[src/rtl/frame_rx_pkg.sv]
package frame_rx_pkg;

  localparam logic [7:0] SYM_MSG_END = 8'hA0;
  localparam logic [7:0] SYM_CMD_END = 8'hA1;
  localparam logic [7:0] SYM_ESC     = 8'hAA;
  localparam logic [7:0] ESC_MASK    = 8'h10;

  localparam logic [7:0] OP_VERSION  = 8'hFF;
  localparam logic [7:0] OP_CAPS     = 8'h08;
  localparam logic [7:0] OP_RESET    = 8'h04;

  typedef enum logic [1:0] {
    ERR_ESC_END  = 2'd0,
    ERR_TOO_LONG = 2'd1,
    ERR_SHORT    = 2'd2,
    ERR_BAD_SUM  = 2'd3
  } err_kind_e;

  typedef enum logic [1:0] {
    CMD_OTHER   = 2'd0,
    CMD_VERSION = 2'd1,
    CMD_CAPS    = 2'd2,
    CMD_RESET   = 2'd3
  } cmd_kind_e;

  function automatic logic is_symbol(input logic [7:0] b);
    return (b == SYM_MSG_END) || (b == SYM_CMD_END) || (b == SYM_ESC);
  endfunction

  function automatic logic [7:0] unstuff(input logic [7:0] b, input logic esc);
    return esc ? (b & ~ESC_MASK) : b;
  endfunction

  function automatic logic [7:0] sum_step(input logic [7:0] acc, input logic [7:0] b);
    return acc + b;
  endfunction

  function automatic cmd_kind_e classify_cmd(input logic [7:0] op, input logic has_arg);
    if (op == OP_VERSION) return CMD_VERSION;
    if (op == OP_CAPS && has_arg) return CMD_CAPS;
    if (op == OP_RESET) return CMD_RESET;
    return CMD_OTHER;
  endfunction

endpackage

[src/rtl/frame_rx_escape.sv]
module frame_rx_escape
  import frame_rx_pkg::*;
(
  input  logic       clk,
  input  logic       rst_n,
  input  logic       take_i,
  input  logic [7:0] byte_i,
  input  logic       ovf_i,
  input  logic       clr_i,
  output logic       esc_o,
  output logic       data_ev_o,
  output logic [7:0] data_o,
  output logic       msg_end_o,
  output logic       cmd_end_o
);

  logic esc_q;
  logic esc_in;

  always_comb begin
    esc_in    = take_i && (byte_i == SYM_ESC);
    msg_end_o = take_i && (byte_i == SYM_MSG_END);
    cmd_end_o = take_i && (byte_i == SYM_CMD_END);
    data_ev_o = take_i && !is_symbol(byte_i);
    data_o    = unstuff(byte_i, esc_q);
    esc_o     = esc_q;
  end

  always_ff @(posedge clk or negedge rst_n) begin
    if (!rst_n)                esc_q <= 1'b0;
    else if (clr_i)            esc_q <= 1'b0;
    else if (esc_in && !ovf_i) esc_q <= 1'b1;
    else if (data_ev_o)        esc_q <= 1'b0;
  end


  escape_excl_chk: assert property (@(posedge clk) disable iff (!rst_n)
    esc_q |-> !ovf_i);


  escape_spent_chk: assert property (@(posedge clk) disable iff (!rst_n)
    (esc_q && data_ev_o) |=> !esc_q);

endmodule

[src/rtl/frame_rx_buffer.sv]
module frame_rx_buffer
  import frame_rx_pkg::*;
#(
  parameter int DEPTH = 64,
  parameter int LW    = $clog2(DEPTH + 1),
  parameter int AW    = $clog2(DEPTH)
) (
  input  logic          clk,
  input  logic          rst_n,
  input  logic          wr_ev_i,
  input  logic [7:0]    wr_byte_i,
  input  logic          clr_i,
  input  logic          swap_i,
  input  logic [AW-1:0] rd_addr_i,
  output logic [7:0]    rd_data_o,
  output logic [7:0]    head_o,
  output logic [LW-1:0] len_o,
  output logic [7:0]    sum_o,
  output logic          ovf_o
);

  localparam logic [LW-1:0] FULL = LW'(DEPTH);

  logic [7:0]    mem [DEPTH];
  logic [LW-1:0] len_q;
  logic [7:0]    sum_q;
  logic          ovf_q;
  logic          full;
  logic          wr_ok;
  logic          ovf_hit;

  always_comb begin
    full    = (len_q == FULL);
    wr_ok   = wr_ev_i && !ovf_q && !full && !clr_i;
    ovf_hit = wr_ev_i && !ovf_q && full && !clr_i;
  end

  always_ff @(posedge clk) begin
    if (swap_i) begin
      mem[0] <= mem[1];
      mem[1] <= mem[0];
    end else if (wr_ok) begin
      mem[len_q[AW-1:0]] <= wr_byte_i;
    end
  end

  always_ff @(posedge clk or negedge rst_n) begin
    if (!rst_n) begin
      len_q <= '0;
      sum_q <= '0;
      ovf_q <= 1'b0;
    end else if (clr_i) begin
      len_q <= '0;
      sum_q <= '0;
      ovf_q <= 1'b0;
    end else begin
      if (swap_i)     len_q <= len_q - 1'b1;
      else if (wr_ok) len_q <= len_q + 1'b1;
      if (wr_ok)      sum_q <= sum_step(sum_q, wr_byte_i);
      if (ovf_hit)    ovf_q <= 1'b1;
    end
  end

  assign rd_data_o = mem[rd_addr_i];
  assign head_o    = mem[0];
  assign len_o     = len_q;
  assign sum_o     = sum_q;
  assign ovf_o     = ovf_q;


  len_bound_chk: assert property (@(posedge clk) disable iff (!rst_n)
    len_q <= FULL);


  ovf_full_chk: assert property (@(posedge clk) disable iff (!rst_n)
    ovf_q |-> (len_q == FULL));


  ovf_sticky_chk: assert property (@(posedge clk) disable iff (!rst_n)
    (ovf_q && !clr_i) |=> ovf_q);

endmodule

[src/rtl/frame_rx_ctrl.sv]
module frame_rx_ctrl
  import frame_rx_pkg::*;
#(
  parameter int MIN_LEN = 4,
  parameter int LW      = 7
) (
  input  logic          clk,
  input  logic          rst_n,
  input  logic          msg_end_i,
  input  logic          cmd_end_i,
  input  logic          esc_i,
  input  logic          ovf_i,
  input  logic [LW-1:0] len_i,
  input  logic [7:0]    sum_i,
  input  logic [7:0]    head_i,
  input  logic          state_clr_i,
  input  logic          bmc_busy_i,
  output logic          in_ready_o,
  output logic          frame_clr_o,
  output logic          swap_o,
  output logic          waiting_o,
  output logic          attn_o,
  output logic          err_o,
  output logic [1:0]    err_kind_o,
  output logic          cmd_o,
  output logic [1:0]    cmd_kind_o
);

  logic      waiting_q, val_pend_q;
  logic      attn_q, err_q, cmd_q;
  err_kind_e err_kind_q;
  cmd_kind_e cmd_kind_q;

  logic term, empty, broken, go_check, go_cmd;
  logic chk_short, chk_bad, chk_fail;
  err_kind_e err_next;

  always_comb begin
    term      = msg_end_i || cmd_end_i;
    empty     = (len_i == '0);
    broken    = term && (esc_i || ovf_i);
    go_check  = msg_end_i && !esc_i && !ovf_i && !empty;
    go_cmd    = cmd_end_i && !esc_i && !ovf_i && !empty;
    chk_short = len_i < LW'(MIN_LEN);
    chk_bad   = (sum_i != 8'h00);
    chk_fail  = val_pend_q && (chk_short || chk_bad);
    swap_o    = val_pend_q && !chk_fail && !state_clr_i;
    frame_clr_o = state_clr_i || broken || go_cmd || chk_fail;
    in_ready_o  = !waiting_q && !val_pend_q && !bmc_busy_i;
    if (esc_i)          err_next = ERR_ESC_END;
    else if (ovf_i)     err_next = ERR_TOO_LONG;
    else if (chk_short) err_next = ERR_SHORT;
    else                err_next = ERR_BAD_SUM;
  end

  always_ff @(posedge clk or negedge rst_n) begin
    if (!rst_n) begin
      waiting_q  <= 1'b0;
      val_pend_q <= 1'b0;
      attn_q     <= 1'b0;
      err_q      <= 1'b0;
      cmd_q      <= 1'b0;
      err_kind_q <= ERR_ESC_END;
      cmd_kind_q <= CMD_OTHER;
    end else begin
      attn_q <= go_check;
      err_q  <= broken || chk_fail;
      cmd_q  <= go_cmd;
      if (broken || chk_fail) err_kind_q <= err_next;
      if (go_cmd) cmd_kind_q <= classify_cmd(head_i, len_i >= LW'(2));
      if (state_clr_i) begin
        waiting_q  <= 1'b0;
        val_pend_q <= 1'b0;
      end else begin
        val_pend_q <= go_check;
        if (swap_o) waiting_q <= 1'b1;
      end
    end
  end

  assign waiting_o  = waiting_q;
  assign attn_o     = attn_q;
  assign err_o      = err_q;
  assign err_kind_o = err_kind_q;
  assign cmd_o      = cmd_q;
  assign cmd_kind_o = cmd_kind_q;


  attn_hold_chk: assert property (@(posedge clk) disable iff (!rst_n)
    attn_q |-> !in_ready_o);


  wait_after_check_chk: assert property (@(posedge clk) disable iff (!rst_n)
    $rose(waiting_q) |-> $past(val_pend_q));


  wait_sticky_chk: assert property (@(posedge clk) disable iff (!rst_n)
    (waiting_q && !state_clr_i) |=> waiting_q);


  strobe_excl_chk: assert property (@(posedge clk) disable iff (!rst_n)
    $countones({attn_q, err_q, cmd_q}) <= 1);

endmodule

[src/rtl/frame_rx.sv]
module frame_rx
  import frame_rx_pkg::*;
#(
  parameter int DEPTH   = 64,
  parameter int MIN_LEN = 4
) (
  input  logic                         clk,
  input  logic                         rst_n,
  input  logic                         in_valid,
  input  logic [7:0]                   in_data,
  output logic                         in_ready,
  input  logic                         bmc_busy,
  input  logic                         state_clr,
  input  logic [$clog2(DEPTH)-1:0]     rd_addr,
  output logic [7:0]                   rd_data,
  output logic [$clog2(DEPTH+1)-1:0]   msg_len,
  output logic                         msg_ready,
  output logic                         attn_stb,
  output logic                         err_stb,
  output logic [1:0]                   err_kind,
  output logic                         cmd_stb,
  output logic [1:0]                   cmd_kind
);

  localparam int LW = $clog2(DEPTH + 1);
  localparam int AW = $clog2(DEPTH);

  logic          take;
  logic          esc, data_ev, msg_end, cmd_end;
  logic [7:0]    data_byte, head, sum;
  logic          ovf, frame_clr, swap;
  logic [LW-1:0] len;

  assign take = in_valid && in_ready;

  frame_rx_escape u_esc (
    .clk       (clk),
    .rst_n     (rst_n),
    .take_i    (take),
    .byte_i    (in_data),
    .ovf_i     (ovf),
    .clr_i     (frame_clr),
    .esc_o     (esc),
    .data_ev_o (data_ev),
    .data_o    (data_byte),
    .msg_end_o (msg_end),
    .cmd_end_o (cmd_end)
  );

  frame_rx_buffer #(.DEPTH(DEPTH), .LW(LW), .AW(AW)) u_buf (
    .clk       (clk),
    .rst_n     (rst_n),
    .wr_ev_i   (data_ev),
    .wr_byte_i (data_byte),
    .clr_i     (frame_clr),
    .swap_i    (swap),
    .rd_addr_i (rd_addr),
    .rd_data_o (rd_data),
    .head_o    (head),
    .len_o     (len),
    .sum_o     (sum),
    .ovf_o     (ovf)
  );

  frame_rx_ctrl #(.MIN_LEN(MIN_LEN), .LW(LW)) u_ctrl (
    .clk         (clk),
    .rst_n       (rst_n),
    .msg_end_i   (msg_end),
    .cmd_end_i   (cmd_end),
    .esc_i       (esc),
    .ovf_i       (ovf),
    .len_i       (len),
    .sum_i       (sum),
    .head_i      (head),
    .state_clr_i (state_clr),
    .bmc_busy_i  (bmc_busy),
    .in_ready_o  (in_ready),
    .frame_clr_o (frame_clr),
    .swap_o      (swap),
    .waiting_o   (msg_ready),
    .attn_o      (attn_stb),
    .err_o       (err_stb),
    .err_kind_o  (err_kind),
    .cmd_o       (cmd_stb),
    .cmd_kind_o  (cmd_kind)
  );

  assign msg_len = len;


  busy_blocks_chk: assert property (@(posedge clk) disable iff (!rst_n)
    (bmc_busy && !state_clr) |=> $stable(len) || err_stb || cmd_stb || msg_ready);

endmodule

[config.mk]
export PLATFORM = sky130hd
export DESIGN_NAME = frame_rx
export DESIGN_NICKNAME = d
export VERILOG_FILES = /design/src/rtl/frame_rx_pkg.sv /design/src/rtl/frame_rx_escape.sv /design/src/rtl/frame_rx_buffer.sv /design/src/rtl/frame_rx_ctrl.sv /design/src/rtl/frame_rx.sv
export SDC_FILE = /design/constraint.sdc
export NUM_CORES = 1
export LEC_CHECK = 0
export BUFFER_PORTS_ARGS = -buffer_cell sky130_fd_sc_hd__buf_2
export CAP_MARGIN = 10
export CORE_MARGIN = 5
export CORE_UTILIZATION = 61
export DETAILED_ROUTE_END_ITERATION = 10
export PLACE_DENSITY = 0.89
export SLEW_MARGIN = 5
export SYNTH_ARGS = -nofsm -noshare
export SYNTH_HDL_FRONTEND = slang
export SYNTH_SLANG_ARGS = --single-unit
[constraint.sdc]
create_clock -name clk -period 5.74 [get_ports clk]
set_input_delay 0.861 -clock clk [delete_from_list [all_inputs] [get_ports clk]]
set_output_delay 0.861 -clock clk [all_outputs]
set_load 0.005 [all_outputs]
Word level (Yosys, flattened, before mapping)
Memories as Yosys holds them, arrays and structs flattened.
Index checks and enable logic that the tools add are counted.
{"block": "word_totals", "register_bits": 26, "ramBits": 512, "output_inout_bits": 24, "elab_cells": 116, "n_memories": 1}
{"memory": "u_buf.mem", "words": 64, "width": 8, "read_ports": 3, "rd_clocked_by_memory_dff": 0, "wr": 2, "line": "frame_rx_buffer.sv:24", "text": "logic [7:0] mem [DEPTH];"}
{"block": "classes", "n_addsub": 3, "magnitude_cmp": 2, "eq_ne": 7, "mux": 40, "reduce_logical": 52}
{"op": "== test 8 bit (second input constant)", "n": 4}
{"op": "logical AND 1 bit", "n": 24}
{"op": "2-to-1 mux 1 bit", "n": 24}
{"op": "2-to-1 mux 8 bit", "n": 3}
{"op": "2-to-1 mux 7 bit", "n": 3}
{"op": "2-to-1 mux 2 bit", "n": 8}
{"op": "zero test 1 bit", "n": 11}
{"op": "logical OR 1 bit", "n": 9}
{"op": "adder 8 bit", "n": 1}
{"op": "== test 8 x 3 -> 1 bit (second input constant)", "n": 1}
{"op": "== test 8 x 4 -> 1 bit (second input constant)", "n": 1}
{"op": "nonzero test 8 bit", "n": 1}
{"op": "OR reduction 8 bit", "n": 1}
{"op": "adder 7 x 1 -> 7 bit (second input constant)", "n": 1}
{"op": "== test 7 bit (second input constant)", "n": 1}
{"op": ">= comparator 7 x 2 -> 1 bit (second input constant)", "n": 1}
{"op": "zero test 7 bit", "n": 1}
{"op": "< comparator 7 x 3 -> 1 bit (second input constant)", "n": 1}
{"op": "subtractor 7 x 1 -> 7 bit (second input constant)", "n": 1}
{"op": "2-to-1 mux 6 bit", "n": 1}
{"op": "nonzero test 2 bit", "n": 3}
{"op": "nonzero test 3 bit", "n": 2}
{"op": "2-to-1 mux 5 bit", "n": 1}

Longest topological paths before layout
Gate-level depths: netlist of the first run.
{"block": "logic_depth", "depth_word": 17, "mapped_depth": 10, "mapped_depth_nobuf": 9}

Modules after synthesis
From an unflattened synthesis of the first run, not the netlist that was laid out.
{"block": "unflattened", "hier_cells": 1122, "area_unflattened_um2": 21974.8}
{"module": "frame_rx_buffer", "n_inst": 1, "cells_per_inst": 1046, "area_per_inst_um2": 21292.9}
{"module": "frame_rx_ctrl", "n_inst": 1, "cells_per_inst": 52, "area_per_inst_um2": 500.5}
{"module": "frame_rx_escape", "n_inst": 1, "cells_per_inst": 23, "area_per_inst_um2": 175.2}
{"module": "frame_rx", "n_inst": 1, "cells_per_inst": 1, "area_per_inst_um2": 6.3}

Worst setup path before layout of the first run
OpenSTA, ideal clock, no wires.
{"block": "synth_timing", "path_kind": "in2reg", "from": "input port in_data[4]", "to": "register u_buf.sum_q[7], in the netlist u_buf.sum_o[7]", "setup_time_ps": 79, "t_arrival_ps": 3729, "required_time_ps": 5661, "setup_slack_ps": 1931, "cell_stages": 7, "cell_sequence": "nor2b_1 > ha_1 > nand3_1 > o2111ai_1 > a21oi_1 > nor3b_1 > mux2i_1"}
{"block": "synth_between", "elab_chain_len": 10, "word_cells_on_any_way": 26}
{"element": "start: declaration", "line": "frame_rx.sv:10", "text": "input logic [7:0] in_data,"}
{"element": "branches (longest 10 deep; another with adder 8 bit)"}
{"element": "end signal: assignment", "line": "frame_rx_buffer.sv:59", "text": "if (wr_ok) sum_q <= sum_step(sum_q, wr_byte_i);"}
{"element": "end: declaration", "line": "frame_rx_buffer.sv:26", "text": "logic [7:0] sum_q;"}
Several ways; the timed one is not identified. The select of a mux whose other input is x is not followed.
A chain may end at the register's enable or synchronous reset.

Worst setup path in the final report of the first run
{"block": "layout_timing", "from": "input port rd_addr[1]", "to": "output port rd_data[0]"}
{"block": "layout_between", "elab_chain_len": 1}
{"element": "start: declaration", "line": "frame_rx.sv:14", "text": "input logic [$clog2(DEPTH)-1:0] rd_addr,"}
{"element": "memory (64 x 8 bit)"}
{"element": "end: declaration", "line": "frame_rx.sv:15", "text": "output logic [7:0] rd_data,"}
Every way passes these cells.

==> metrics.md, run 1 <==
| Metric | Value |
|---|---|
| Status | `completed` |
| Routed Antenna Nets | `0` |
| Setup bufs post-CTS | `0` |
| Max Fclk | `0.218 GHz` |
| Power density over the cells | `337 nW/um^2` |
| Syn Inst Count | `1118` |
| Area of the die | `39800 sq um` |
| Detailed Route WL | `56.7 mm` |
| Worst Path Arrival | `3.72 ns` |
| Worst Hold Class | `input port to async pin` |
| Clk pin slew, worst setup/hold paths | `0.07 ns` |
| Num CTS Buffers | `50` |
| DP Worst Slack | `1.40 ns` |
| Post-CTS Resized | `0` |
| Crit-path max FO | `47` |
| Power, Total | `8200 uW` |
| Drt drc | `0` |
| # setup viols final | `0` |
| Worst reg2reg startpoint | `u_buf.len_o[0]` |
| CTS max path bufs | `3` |
| DPL Wire Length | `31.6 mm` |
| YS warnings | `0` |
| Die width | `199 microns` |
| Iter 0 DRT Violations | `1989` |
| Global route total overflow | `0` |
| Share of layout cells above drive strength 1 | `24.6%` |
| Detail-routed via count per cell | `7.36` |
| Top FF cell, synth | `edfxtp_1` |
| Clk_skew | `0.0324 ns` |
| Setup CP Type | `input port to primary output` |
| FF+latch count, synth | `538` |
| Rows | `69` |
| Mean area per synthesized cell | `19.6 sq um` |
| Reg2reg end | `u_buf.mem[41][5]` |
| Tmin final | `4.58 ns` |
| Area Growth Syn to Fin | `11.2%` |
| CTS tree | `yes` |
| Drt wl/cell | `33.8 microns` |
| Critical Path Sink | `rd_data[0]` |
| Post-synth top area share | `70.2%` |
| Die Ht | `199 microns` |
| Mapped cell area | `21900 sq um` |
| Final core utilization | `68.6%` |
| Clock latency at the later pin of the worst-skew pair | `0.57 ns` |
| Top post-synthesis cells by area | `edfxtp_1 70%, mux4_2 14%, dfrtp_1 3.0%` |
| Worst-margin pin slew | `1.10 ns` |
| Worst endpoint required time | `4.88 ns` |
| Max Cap Viol | `0` |
| Final nets | `1212` |
| Reg2Reg Depth | `5` |
| Fin worst setup slack | `1.16 ns` |
| Worst slew margin | `26.1%` |
| Syn nets | `1151` |
| Core Box Area | `35500 sq um` |
| RD Place Congestion | `0.877` |
| Clock tree sinks | `538` |
| Area leader, netlist | `edfxtp_1` |
| Initial antenna violation count | `0` |
| Hold_buf cts | `0` |
| FF-to-FF setup slack | `1.35 ns` |
| DP Area | `22700 sq um` |
| Standby leakage power | `0.00799 uW` |
| Number of flops mapped to enable cells by yosys | `512` |
| Setup Total Neg Slack | `0 ns` |
| Setup crit end kind | `primary output` |
| Diode count | `0` |
| Fin. max-slew vios | `0` |
| I/O pins | `43` |
| RSZ-0062 raised after global routing | `false` |
| Pre-antenna DRT Iters | `8` |
| Startpoint types | `input port` |
| IO Port Bufs | `42` |
| FFs w/ async S/R, synth | `4.83%` |
| Tot GR Track Use | `29.1%` |
| Design Area, Final | `24300 sq um` |
| Crit path from | `rd_addr[1]` |
| Seq/Total Area, Yosys | `73.2%` |
| Peak supply drop | `0.329 mV` |
| CTS H-tree depth | `2` |
| Hold Vio Cnt, Final | `0` |
| First-pass GRT wire length | `83.7 mm` |
| Vias in the first global route | `12400` |
| Synth cell types | `60` |
| Vias | `12400` |
| Initial Utilization | `61.7%` |
| Post-route clock period utilization | `79.9%` |
| Largest net degree at the start of global routing | `71` |
| Root Buffer | `clkbuf_16` |
## per-layer routing
| layer | wire (microns) | global-route usage [%] |
|---|---|---|
| met3 | 6600 | 6.41 |
| met4 | 3400 | 13.4 |
| met1 | 18800 | 38.8 |
| met2 | 27900 | 47.1 |
| met5 | 0 | 0 |
## cell usage in the layout (no fill, tap or decap), drive strengths merged, types with 10 or more instances in the layout
cell type	instances
edfxtp	512
mux4	136
nor2	95
buf	60
clkbuf	57
mux2i	38
dfrtp	26
clkinv	26
nand2	24
o21ai	19
mux2	17
nand3	16
a21oi	15
ha	12
nor2b	11
nor3	11
a22oi	10
inv	10
## cells by family after synthesis
logic type	Yosys count	synth area share, %
AO/OA/AOI/OAI	95	3.03
XOR/XNOR	6	0.240
adder cells (fa/ha/maj)	14	0.869
buffers and inverters	61	1.15
flip-flops	538	73.2
multiplexers	191	16.6
AND/OR/NAND/NOR	213	4.92
## worst max-delay path, cell delays in order
cell       delay (ns)
buf_4            0.51
buf_12           0.37
mux4_2           0.41
a2111oi_0        0.82
nor4_1           0.19
a211o_1          0.34
buf_2            0.15
## area by class of cell
cell class                      instances  area [sq um]
Timing Repair Buffer                   61           402
Tap cell                              461           577
Fill cell                            1960         11100
Clock buffer                           56          1290
Sequential cell                       538         16000
Clock inverter                         36           384
Inverter                                9          33.8
Multi-Input combinational cell        519          5630
## sequential cells by signal, summed over array words and instances (netlist names)
name / flops
u_buf.ovf_o: 1
u_ctrl.err_kind_o: 2
u_ctrl.val_pend_q: 1
u_ctrl.cmd_kind_o: 2
u_ctrl.err_o: 1
u_ctrl.attn_o: 1
u_buf.sum_o: 8
u_ctrl.waiting_o: 1
u_buf.mem: 512
u_ctrl.cmd_o: 1
u_buf.len_o: 7
u_esc.esc_o: 1
## cell usage after synthesis, types with 7 or more instances
| master | number |
|---|---|
| nor2b_1 | 11 |
| o21ai_0 | 18 |
| mux4_2 | 136 |
| nor3b_1 | 7 |
| nand3_1 | 16 |
| a22oi_1 | 10 |
| buf_2 | 18 |
| clkbuf_1 | 28 |
| a21oi_1 | 15 |
| a211oi_1 | 9 |
| nand3b_1 | 7 |
| mux2_2 | 16 |
| nand2_1 | 24 |
| ha_1 | 12 |
| nor3_1 | 9 |
| inv_1 | 9 |
| dfrtp_1 | 26 |
| edfxtp_1 | 512 |
| nand4_1 | 9 |
| nor2_1 | 95 |
| mux2i_1 | 38 |
## per-stage QoR
stage	hold WS (ns)	instances
4_1_cts	0.301	1680
2_1_floorplan	0.473	1118
6_report	0.288	1680
3_3_place_gp	0.468	1588
3_5_place_dp	0.476	1588
5_1_grt	0.328	1680
## report_power, final
| group | total, uW | switching [uW] | internal [uW] |
|---|---|---|---|
| Sequential | 4310 | 9.76 | 4300 |
| Clock | 3450 | 1470 | 1980 |
| Combinational | 441 | 281 | 160 |
## worst min path at each step
stage / startpoint / to / slack, ns
final: rst_n / u_buf.len_o[6] / 0.29
after global routing: rst_n / u_buf.len_o[6] / 0.33
after CTS: rst_n / u_buf.len_o[6] / 0.30
after detailed placement: u_ctrl.err_kind_o[0] / u_ctrl.err_kind_o[0] / 0.48
after global placement: u_ctrl.cmd_kind_o[1] / u_ctrl.cmd_kind_o[1] / 0.47
after floorplan: u_ctrl.cmd_kind_o[1] / u_ctrl.cmd_kind_o[1] / 0.47
Note: power is estimated with default switching activity, not from simulation.
==> run 2: changes to the inputs <==
- clock period: 5.74 -> 4.4 ns (I/O delays scaled with it)
==> run 2 against run 1 <==
Compared with the run above:
- global-route usage up 0.20 points
- sequential power grew 31%
- critical endpoint is now rd_data[3]
- routed wire length fell by 0.35%
- largest power group unchanged
- sequential cell count unchanged
- clock skew decreased by 0.015 ns
- hold slack worse by 0.20 ns
==> metrics.md, run 2 (same netlist as run 1, synthesis figures left out) <==
| Metric | Value |
|---|---|
| Status | `completed` |
| First-pass GRT wire length | `84.1 mm (+0.51%)` |
| Worst Path Arrival | `3.50 ns (-0.22 ns)` |
| Die Ht | `199 microns (unchanged)` |
| Num CTS Buffers | `50 (unchanged)` |
| IO Port Bufs | `42 (unchanged)` |
| Post-CTS Resized | `0 (unchanged)` |
| Vias | `12400 (+0.30%)` |
| Clk_skew | `0.0171 ns (-0.0153 ns)` |
| Setup bufs post-CTS | `0 (unchanged)` |
| Worst slew margin | `39.1% (+13 points)` |
| Final core utilization | `69.3% (+0.70 points)` |
| Setup CP Type | `input port to primary output` |
| Detail-routed via count per cell | `7.16 (-2.8%)` |
| Setup crit end kind | `primary output` |
| Switching pwr | `2200 uW (+25%)` |
| Initial Utilization | `61.7% (unchanged)` |
| Detailed Route WL | `56.5 mm (-0.35%)` |
| Vias in the first global route | `12600 (+2.1%)` |
| Largest net degree at the start of global routing | `71 (unchanged)` |
| Crit path from | `rd_addr[0]` |
| Fin. max-slew vios | `0 (unchanged)` |
| Most frequent cells in the layout | `512 x edfxtp_1, 136 x mux4_2, 95 x nor2_1` |
| Flop pwr share | `54.5% (+2.0 points)` |
| Routed Antenna Nets | `0 (unchanged)` |
| Share of layout cells above drive strength 1 | `27.5% (+2.9 points)` |
| Worst endpoint required time | `3.74 ns (-1.14 ns)` |
| Tmin final | `4.16 ns` |
| Clock latency at the later pin of the worst-skew pair | `0.58 ns (about the same)` |
| Clk pin slew, worst setup/hold paths | `0.06 ns (about the same)` |
| RSZ-0062 raised after global routing | `false` |
| Power density over the cells | `420 nW/um^2 (+25%)` |
| Area of the die | `39800 sq um (unchanged)` |
| Worst Hold Class | `input port to async pin` |
| Placed cell count | `1646 (+3.7%)` |
| Crit-path max FO | `39 (-17%)` |
| Final nets | `1270 (+4.8%)` |
| Peak supply drop | `0.419 mV (+27%)` |
| I/O pins | `43 (unchanged)` |
| Global route total overflow | `0 (unchanged)` |
| Max Cap Viol | `0 (unchanged)` |
| Die width | `199 microns (unchanged)` |
| Combinational Power Share | `5.6% (+0.2 points)` |
| DPL Wire Length | `32.8 mm (+3.9%)` |
| Worst reg2reg startpoint | `u_buf.len_o[3]` |
| Clock tree sinks | `538 (unchanged)` |
| Clock power frac | `39.8% (-2.3 points)` |
| Post-route clock period utilization | `94.6%` |
| Finished Layout Cells | `1734 (+3.2%)` |
| Standby leakage power | `0.00820 uW (+2.7%)` |
| Internal power | `8120 uW (+26%)` |
| Flip-flop count of the largest register after layout | `512 (unchanged)` |
| Rows | `69 (unchanged)` |
| Drt wl/cell | `32.6 microns (-3.5%)` |
| RD Place Congestion | `0.875 (-0.25%)` |
| Worst-margin pin slew | `0.890 ns (-0.214 ns)` |
| # setup viols final | `0 (unchanged)` |
| Iter 0 DRT Violations | `2199 (+11%)` |
| Area Growth Syn to Fin | `12.3%` |
| Tot GR Track Use | `29.3% (+0.20 points)` |
| CTS max path bufs | `3 (unchanged)` |
| Root Buffer | `clkbuf_16` |
| Net Sw Frac | `21.3% (-0.11 points)` |
| Setup Total Neg Slack | `0 ns (unchanged)` |
| Top reg by flops | `u_buf.mem` |
| CTS H-tree depth | `2 (unchanged)` |
| Hold_buf cts | `0 (unchanged)` |
| Initial antenna violation count | `2 (+2)` |
| Diode count | `0 (unchanged)` |
| Core Box Area | `35500 sq um (unchanged)` |
| Startpoint types | `input port` |
| Drt drc | `0 (unchanged)` |
| CTS tree | `yes` |
| Max Fclk | `0.240 GHz` |
| Commonest non-fill, non-tap cell in the layout | `edfxtp_1` |
| Hold Vio Cnt, Final | `0 (unchanged)` |
| Pre-antenna DRT Iters | `6 (-2)` |
==> run 2: cell count changes in the layout (fill, tap and decap cells not counted), moves of 2 or more <==
cell and delta:
clkbuf_8 -2, bufinv_16 -5, clkbuf_1 +7, buf_12 -2
buf_4 +60, clkinv_1 -3
==> run 2: worst paths after layout <==
check	to	slack [ns]	depth (start not counted)
setup / recovery	rd_data[3]	0.24	7
max in group asynchronous	u_ctrl.cmd_kind_o[0]	3.92	1
hold / removal	u_buf.len_o[2]	0.08	1
min in group clk	u_ctrl.val_pend_q	0.34	2
hold reg to reg	u_ctrl.err_kind_o[0]	0.51	2
setup reg to reg	u_buf.len_o[6]	0.80	9
==> run 2: metal layers <==
metal	global-route usage, %	wire [microns]
met5	0	0
met4	14.1	3390
met3	5.82	6550
met2	46.7	27500
met1	39.8	19100
==> run 2: power groups by stage <==
| stage | logic [uW] | clock network [uW] | registers (uW) |
|---|---|---|---|
| after floorplan | 325 | 0 | 5730 |
| after global routing | 609 | 4380 | 5620 |
| after global placement | 530 | 0 | 5730 |
| after CTS | 572 | 4130 | 5630 |
| final | 582 | 4110 | 5630 |
| after detailed placement | 556 | 0 | 5730 |
==> run 2: cell type report <==
| cell class | instances | area (sq um) |
|---|---|---|
| Clock buffer | 62 | 1320 |
| Fill cell | 2002 | 10900 |
| Timing Repair Buffer | 119 | 812 |
| Tap cell | 461 | 577 |
| Inverter | 9 | 33.8 |
| Sequential cell | 538 | 16000 |
| Multi-Input combinational cell | 519 | 5630 |
| Clock inverter | 26 | 198 |
==> run 2: worst max-delay path, cell delays in order <==
cell,delay (ns)
clkbuf_8,0.39
mux4_2,0.59
nor2b_1,0.16
a2111oi_0,0.82
nor4_1,0.26
a211o_1,0.39
buf_2,0.16
==> run 2: stage by stage <==
step	power, uW	cell area [sq um]	setup WS, ns	hold WS, ns
6_report	10300	24600	0.239	0.0843
3_5_place_dp	6290	23100	0.460	0.481
2_1_floorplan	6050	21900	0.792	0.364
4_1_cts	10300	24600	0.341	0.0908
5_1_grt	10600	24600	0.271	0.120
3_3_place_gp	6260	23100	0.667	0.466
